`src/rtl/swingBufPkg.sv`:
```
package swingBufPkg;
  // register addresses on the host port
  localparam logic [2:0] A_CTRL = 3'd0;
  localparam logic [2:0] A_LEN  = 3'd1;
  localparam logic [2:0] A_STAT = 3'd2;
  localparam logic [2:0] A_IEN  = 3'd3;
  localparam logic [2:0] A_DIAG = 3'd4;
  localparam logic [2:0] A_PTR  = 3'd5;

  localparam int unsigned NSRC = 2;  // event sources: 0 transfer, 1 swap

  // strobes from control to datapath
  typedef struct packed {
    logic wrStb;    // one buffer write this cycle
    logic useHost;  // data comes from host, not the stream
    logic ptrClr;   // clear counter and bank
  } bufStbT;
endpackage

```
`src/rtl/swingBufCtlCtrl.sv`:
```
module swingBufCtlCtrl
  import swingBufPkg::*;
#(
  parameter int unsigned LEN_W  = 19,
  parameter int unsigned DATA_W = 32
) (
  input  logic              clk,
  input  logic              rstN,
  input  logic              smpValid,
  input  logic              xferDone,
  input  logic              regWe,
  input  logic [2:0]        regAddr,
  input  logic [DATA_W-1:0] regWdata,
  input  logic              swapEv,
  input  logic [LEN_W-1:0]  ptrCount,
  input  logic              ptrBank,
  output bufStbT            stb,
  output logic [LEN_W-1:0]  lenQ,
  output logic [DATA_W-1:0] regRdata,
  output logic              irq,
  output logic              diagOn,
  output logic [NSRC-1:0]   statQ,
  output logic [NSRC-1:0]   ienQ
);
  logic runOn;
  logic hostDataWr, ptrWr, statWr;
  logic [NSRC-1:0] setVec;

  assign hostDataWr = regWe && (regAddr == A_DIAG);
  assign ptrWr      = regWe && (regAddr == A_PTR);
  assign statWr     = regWe && (regAddr == A_STAT);
  assign setVec     = {swapEv, xferDone};

  // pointer clear beats any coincident write
  always_comb begin
    stb.ptrClr  = ptrWr;
    stb.useHost = diagOn;
    stb.wrStb   = !ptrWr && (diagOn ? hostDataWr : (runOn && smpValid));
  end

  always_ff @(posedge clk) begin
    if (!rstN) begin
      runOn  <= 1'b0;
      diagOn <= 1'b0;
      lenQ   <= '0;
      ienQ   <= '0;
    end else if (regWe) begin
      case (regAddr)
        A_CTRL: {diagOn, runOn} <= regWdata[1:0];
        A_LEN:  lenQ <= regWdata[LEN_W-1:0];
        A_IEN:  ienQ <= regWdata[NSRC-1:0];
        default: ;
      endcase
    end
  end

  // sticky status, write-one-to-clear, set has priority
  for (genvar i = 0; i < NSRC; i++) begin : gStat
    always_ff @(posedge clk) begin
      if (!rstN)
        statQ[i] <= 1'b0;
      else if (setVec[i])
        statQ[i] <= 1'b1;
      else if (statWr && regWdata[i])
        statQ[i] <= 1'b0;
    end
  end

  assign irq = |(statQ & ienQ);

  always_comb begin
    regRdata = '0;
    case (regAddr)
      A_CTRL: regRdata[1:0]       = {diagOn, runOn};
      A_LEN:  regRdata[LEN_W-1:0] = lenQ;
      A_STAT: regRdata[NSRC:0]    = {|statQ, statQ};
      A_IEN:  regRdata[NSRC-1:0]  = ienQ;
      A_PTR:  regRdata[LEN_W:0]   = {ptrBank, ptrCount};
      default: ;
    endcase
  end
endmodule

```
`src/rtl/swingBufCtlPath.sv`:
```
module swingBufCtlPath
  import swingBufPkg::*;
#(
  parameter int unsigned LEN_W  = 19,
  parameter int unsigned DATA_W = 32
) (
  input  logic              clk,
  input  logic              rstN,
  input  bufStbT            stb,
  input  logic [DATA_W-1:0] smpData,
  input  logic [DATA_W-1:0] hostData,
  input  logic [LEN_W-1:0]  lenQ,
  output logic              memWe,
  output logic              memBank,
  output logic [LEN_W-1:0]  memAddr,
  output logic [DATA_W-1:0] memWdata,
  output logic              swapEv,
  output logic [LEN_W-1:0]  countQ,
  output logic              bankQ
);
  logic [LEN_W-1:0] lastIdx;
  logic             atLast;

  // length 0 behaves as 1; >= also covers a length cut below the count
  assign lastIdx = (lenQ == '0) ? '0 : lenQ - LEN_W'(1);
  assign atLast  = countQ >= lastIdx;
  assign swapEv  = stb.wrStb && atLast;

  assign memWe    = stb.wrStb;
  assign memAddr  = countQ;
  assign memBank  = bankQ;
  assign memWdata = stb.useHost ? hostData : smpData;

  always_ff @(posedge clk) begin
    if (!rstN || stb.ptrClr) begin
      countQ <= '0;
      bankQ  <= 1'b0;
    end else if (stb.wrStb) begin
      if (atLast) begin
        countQ <= '0;
        bankQ  <= ~bankQ;
      end else begin
        countQ <= countQ + LEN_W'(1);
      end
    end
  end
endmodule

```
`src/rtl/swingBufCtl.sv`:
```
module swingBufCtl
  import swingBufPkg::*;
#(
  parameter int unsigned LEN_W  = 19,
  parameter int unsigned DATA_W = 32
) (
  input  logic              clk,
  input  logic              rstN,
  input  logic              smpValid,
  input  logic [DATA_W-1:0] smpData,
  input  logic              xferDone,
  input  logic              regWe,
  input  logic [2:0]        regAddr,
  input  logic [DATA_W-1:0] regWdata,
  output logic [DATA_W-1:0] regRdata,
  output logic              memWe,
  output logic              memBank,
  output logic [LEN_W-1:0]  memAddr,
  output logic [DATA_W-1:0] memWdata,
  output logic              readBank,
  output logic              irq
);
  bufStbT           stb;
  logic [LEN_W-1:0] lenQ;
  logic [LEN_W-1:0] countQ;
  logic             bankQ;
  logic             swapEv;
  logic             diagOn;
  logic [NSRC-1:0]  statQ;
  logic [NSRC-1:0]  ienQ;

  swingBufCtlCtrl #(.LEN_W(LEN_W), .DATA_W(DATA_W)) u_ctrl (
    .clk(clk), .rstN(rstN), .smpValid(smpValid), .xferDone(xferDone),
    .regWe(regWe), .regAddr(regAddr), .regWdata(regWdata),
    .swapEv(swapEv), .ptrCount(countQ), .ptrBank(bankQ),
    .stb(stb), .lenQ(lenQ), .regRdata(regRdata), .irq(irq),
    .diagOn(diagOn), .statQ(statQ), .ienQ(ienQ)
  );

  swingBufCtlPath #(.LEN_W(LEN_W), .DATA_W(DATA_W)) u_path (
    .clk(clk), .rstN(rstN), .stb(stb), .smpData(smpData),
    .hostData(regWdata), .lenQ(lenQ), .memWe(memWe), .memBank(memBank),
    .memAddr(memAddr), .memWdata(memWdata), .swapEv(swapEv),
    .countQ(countQ), .bankQ(bankQ)
  );

  assign readBank = ~bankQ;
endmodule

```
`config.mk`:
```
export PLATFORM = sky130hd
export DESIGN_NAME = swingBufCtl
export DESIGN_NICKNAME = d
export VERILOG_FILES = /design/src/rtl/swingBufPkg.sv /design/src/rtl/swingBufCtlCtrl.sv /design/src/rtl/swingBufCtlPath.sv /design/src/rtl/swingBufCtl.sv
export SDC_FILE = /design/constraint.sdc
export NUM_CORES = 1
export LEC_CHECK = 0
export BUFFER_PORTS_ARGS = -buffer_cell sky130_fd_sc_hd__buf_2
export CELL_PAD_IN_SITES_DETAIL_PLACEMENT = 0
export CELL_PAD_IN_SITES_GLOBAL_PLACEMENT = 1
export CORE_MARGIN = 2
export CORE_UTILIZATION = 37
export DETAILED_ROUTE_END_ITERATION = 10
export HOLD_SLACK_MARGIN = 0.03
export PLACE_DENSITY = 0.87
export SLEW_MARGIN = 20
export SYNTH_ARGS = -nofsm -noshare
export SYNTH_HDL_FRONTEND = slang
export SYNTH_HIERARCHICAL = 1
export SYNTH_SLANG_ARGS = --single-unit
```
`constraint.sdc`:
```
create_clock -name clk -period 6.1 [get_ports clk]
set_clock_uncertainty 0.15 [all_clocks]
set_input_delay 1.22 -clock clk [delete_from_list [all_inputs] [get_ports clk]]
set_output_delay 1.22 -clock clk [all_outputs]
set_load 0.005 [all_outputs]
```
-- Word-level counts from Yosys, hierarchy flattened
Cells that the tools add are included.
- bits in registers: 45
- word-level logic and storage cells: 51
- output and inout bits: 87
- equality and inequality tests: 5
- multiplexer cells: 12
- reductions and logical operators: 21
- add/sub/neg operators: 2
- $lt $le $gt $ge: 1
- bitwise operators: 2
- operator list (kind ; count):
    2-to-1 mux 19 bit ; 2
    2-to-1 mux 32 bit ; 1
    one-hot mux 16 bit (2 select lines) ; 1
    adder 19 x 1 -> 19 bit, second input constant ; 1
    >= comparator 19 bit ; 1
    logical NOT 19 bit ; 1
    subtractor 19 x 1 -> 19 bit, second input constant ; 1
    one-hot mux 2 bit (5 select lines) ; 1
    logical AND 1 bit ; 8
    AND reduction 2 bit ; 4
    == test 3 x 2 -> 1 bit, second input constant ; 2
    == test 3 bit, second input constant ; 2
    2-to-1 mux 1 bit ; 6
    nonzero test 2 bit ; 2
    OR reduction 2 bit ; 2
    == test 3 x 1 -> 1 bit, second input constant ; 1
    logical NOT 3 bit ; 1
    one-hot mux 1 bit (3 select lines) ; 1
    bitwise AND 2 bit ; 1
    logical NOT 1 bit ; 2
    logical OR 1 bit ; 1
    NOT 1 bit ; 1

-- Longest topological paths before layout
- word-level depth: 6
- mapped depth: 16

-- By module
Netlist, hierarchy kept.
- modules (own cells, without submodules) (module ; area each (um2) ; times used ; cells an instance):
    swingBufCtlPath ; 2214.6 ; 1 ; 277
    swingBufCtlCtrl ; 1463.9 ; 1 ; 169
    swingBufCtl ; 3.8 ; 1 ; 1

-- Least setup slack after synthesis
Ideal clock, no wire load.
- kind: flip-flop to flip-flop
- start point: register u_ctrl.lenQ[6]
- end point: register u_path.countQ[10]
- stages on the path, launching flop included: 15
- library setup time: 0.117 ns
- setup slack: 1.934 ns
- arrival: 3.899 ns
- buffers on the path: 2
- clock period less this slack: 4.166 ns
- required time: 5.833 ns
- cells stage by stage: dfxtp_1 or4_4 nor3_2 or4b_1 or4_1 mux2i_1 ha_1 nand3_1 nor4_1 nand3_1 a31oi_1 or2_2 clkbuf_1 buf_2 nor2_1
- cells in the longest elaborated chain, start to end: 4
- elaborated cells between the ends (all ways): 5
- RTL lines (what ; RTL line ; text):
    start: declaration ; swingBufCtlCtrl.sv:18 ; output logic [LEN_W-1:0] lenQ,
    start signal: assignment ; swingBufCtlCtrl.sv:50 ; A_LEN: lenQ <= regWdata[LEN_W-1:0];
    subtractor 19 x 1 -> 19 bit or logical NOT 19 bit (tied branches) ; swingBufCtlPath.sv:25 ; assign lastIdx = (lenQ == '0) ? '0 : lenQ - LEN_W'(1);
    2-to-1 mux 19 bit (*) ; swingBufCtlPath.sv:25 ;
    >= comparator 19 bit (*) ; swingBufCtlPath.sv:26 ; assign atLast = countQ >= lastIdx;
    2-to-1 mux 19 bit (*) ; swingBufCtlPath.sv:39 ; if (atLast) begin
    end signal: assignment ; swingBufCtlPath.sv:43 ; countQ <= countQ + LEN_W'(1);
    end: declaration ; swingBufCtlPath.sv:18 ; output logic [LEN_W-1:0] countQ,
Mark *: on every way between the ends. The rest lies on a longest branch, timed or not.
A chain may end at the register's enable or synchronous reset.

-- Final worst setup path
- start point: register u_ctrl.lenQ[2]
- end point: register u_path.countQ[16]
The elaborated chain is that of the path after synthesis.

==> impl_metrics.ini <==
[status]
status = complete, no violations

[global_routing]
grt_pass1_vias = 3403
grt_max_degree = 35
grt_antenna_before_repair = 0
overflow = 0
grt_usage_pct = 19.0
grt_pass1_wl_um = 16900

[routing]
firstDrtPassIters = 5
drt_iter0_drc = 152
antenna_left = 0
viasPerCell = 5.05
route.detailed.drc = 0
num_vias = 3501
wirelength_um = 10300
post_drt_wl_per_cell_um = 14.8

[critical_path]
critPathLaunch = u_ctrl/lenQ[2]
rr_startpoint = u_ctrl/lenQ[2]
slowest_stage = nor4_1
cp-endpoint = u_path/countQ[16]
cpPeakStageDelay_ps = 650
cp-start-kind = flip-flop
crit_chain = nor4_1 -> nand2_1 -> or4b_1 -> or4_1 -> mux2i_1 -> ha_1 -> nand3_1 -> nor4_1 -> nand3_1 -> a31oi_1 -> or2_2 -> nor2_1
reg2reg_to = u_path/countQ[16]
reg2regPathDepth = 12
crit_type = flip-flop to flip-flop
crit_required_ps = 6130
crit_fanout = 15
r2r_slack_ps = 1560
crit_arrival_ps = 4570
end_kind = flip-flop

[run]
maxCapViolations = 0

[finish]
antenna_cells = 0
final-seq-area_um2 = 901
syn2layout_area_growth_pct = 18.9
multi_input_area_um2 = 2420
finish.instance_area_um2 = 4380
fill_cells = 1015
post-route-util_pct = 45.0
layout.nets = 652
drive_gt1_share_pct = 34.5

[floorplan]
io_pins = 159
rows = 36
die_h_um = 104
core_area_um2 = 9730
start_util_pct = 37.8
dieArea_um2 = 10800
dieWidth_um = 104

[logic_synthesis]
synth_top_area_share_pct = 24.5
synth.largest_area_cell = dfxtp_1
synth.cell_area_um2 = 3680
syn_inst = 447
synth.yosys.seq_area_share_pct = 24.5
yosys_register_bits = 45
syn_area_per_cell_um2 = 8.24
yosys_warnings = 6
synth-main-ff-cell = dfxtp_1
synth_edf_count = 0
synth.distinct_cells = 53
synthTopCellsByArea = dfxtp_1 24%, mux2_2 9.8%, buf_4 8.2%
synthArstFlopShare_pct = 0

[placed_design]
hpwl_um = 8300
routabilityCongestion = 0.868
dp_slack_ps = 1670
port_buffers = 146
post_dp_cell_area_um2 = 4260

[sta]
final_hold_viol_count = 0
layout_min_cycle_time_ps = 4540
setup_viol = 0
finalMaxSlewViolations = 0
rsz0062_at_grt = no
finalSetupTns_ps = 0
fmax_mhz = 220
max_slew_margin_pct = 34.1
tightestPinTransition_ps = 984
timing.final.ws_setup_ps = 1560
period_share_pct = 74.5

[clocking]
cts_tree = done
cts_root_buf = clkbuf_8
numCtsBuffers = 5
path_clk_slew_ps = 80
post-cts-setup-buffer-count = 0
cts.htree.levels = 2
ctsHoldBuffers = 0
clk_latency_ps = 300
cts_sinks = 45
ctsResizeCount = 0
clk_path_buf_depth = 2

[power]
ir_worst_vdd_v = 0.0000784
p_leak_nw = 2.02
powerDensity_nw_per_um2 = 164

[min_path]
min_path_type = flip-flop to flip-flop
==> cell families after synthesis <==
logic type	synth area share [%]
AND/OR/NAND/NOR	23.6
AO/OA/AOI/OAI	14.1
buffers and inverters	10.9
flip-flops	24.5
multiplexers	12.5
XOR/XNOR	7.14
adder cells (fa/ha/maj)	7.14
other	0.102
==> registers in the layout (all words and copies together), names as in the netlist <==
| signal | cells |
|---|---|
| u_ctrl/diagOn | 1 |
| u_ctrl/ienQ | 2 |
| u_ctrl/lenQ | 19 |
| u_ctrl/runOn | 1 |
| u_ctrl/statQ | 2 |
| u_path/bankQ | 1 |
| u_path/countQ | 19 |
==> how the worst min path moves through the flow <==
stage	start	endpoint	slack, ps	cells after the start
global placement	u_ctrl/lenQ[5]	u_ctrl/lenQ[5]	350	2
CTS	u_ctrl/lenQ[4]	u_ctrl/lenQ[4]	370	2
finish	u_ctrl/lenQ[4]	u_ctrl/lenQ[4]	360	2
global route	u_ctrl/lenQ[18]	u_ctrl/lenQ[18]	410	2
detailed placement	u_ctrl/lenQ[4]	u_ctrl/lenQ[4]	350	2
floorplan	u_ctrl/lenQ[18]	u_ctrl/lenQ[18]	320	2
==> critical path, delay by kind of cell (launching register included) <==
family	cells	cell delay [ps]
adders and majority gates	1	310
DFF	1	370
AOI/OAI and AO/OA	1	380
and+or+nand+nor	9	3070
muxes	1	140
==> cell usage in the layout (no fill, tap or decap), drive strengths merged, types with 4 or more instances in the layout <==
cell type | netlist | layout
buf | 48 | 147
nand2 | 76 | 76
dfxtp | 45 | 45
mux2 | 32 | 32
nor2 | 32 | 32
ha | 21 | 21
xor2 | 20 | 20
a21boi | 19 | 19
a22o | 17 | 17
nand3 | 13 | 13
conb | 1 | 12
nor3 | 11 | 11
mux2i | 10 | 10
a21oi | 10 | 10
xnor2 | 10 | 10
inv | 9 | 9
o21ai | 9 | 9
clkbuf | 5 | 7
nand3b | 5 | 5
nor2b | 5 | 5
nand4 | 5 | 5
nand2b | 4 | 4
a31oi | 4 | 4
and4 | 4 | 4
==> Yosys cell counts, types with 2 or more instances <==
cell type / n
nor2b_1: 5
nor3b_1: 2
buf_1: 3
nor3_1: 10
nand2b_1: 4
ha_1: 21
nand4b_1: 2
nand2_1: 76
xnor2_1: 10
dfxtp_1: 45
or3_1: 2
a21oi_1: 10
buf_4: 40
a21boi_1: 10
nand3b_1: 5
a31oi_1: 4
buf_2: 3
o21ai_0: 9
buf_6: 2
or4_1: 2
mux2_2: 32
a211o_1: 2
and4_1: 4
nor2_1: 31
nand4_1: 5
a22o_1: 17
nor4_1: 3
a21boi_0: 9
a21o_1: 3
clkbuf_1: 5
inv_1: 9
nand3_1: 13
xor2_1: 20
mux2i_1: 10
==> layout make-up <==
cell class | count | area share (%)
Timing Repair Buffer | 147 | 16.9
Clock buffer | 7 | 1.97
Inverter | 9 | 0.772
Tap cell | 133 | 3.80
Clock inverter | 1 | 0.686
Multi-Input combinational cell | 351 | 55.3
Sequential cell | 45 | 20.6
==> power breakdown <==
part | leakage [nW] | internal, W | switching, W
logic | 1.59 | 0.0000849 | 0.0000998
clock network | 0.0585 | 0.000134 | 0.0000980
registers | 0.364 | 0.000297 | 0.00000623
total | 2.02 | 0.000516 | 0.000204
==> stage by stage <==
step	power [W]	instances	hold WS, ps
2_1_floorplan	0.000437	458	320
6_report	0.000720	693	365
4_1_cts	0.000729	693	367
5_1_grt	0.000765	693	414
3_5_place_dp	0.000495	685	355
3_3_place_gp	0.000491	685	345
==> layer usage <==
layer / track usage (%) / up-vias / share of wire (%) / wire (um)
met2: 33.3 / 142 / 50 / 5140
met4: 5.89 / 0 / 1.6 / 165
li1: - / 1749 / - / -
met3: 3.27 / 12 / 6.2 / 637
met1: 23.7 / 1598 / 42 / 4350
met5: 0 / - / 0 / 0
Power figures use the tool's default switching activity.
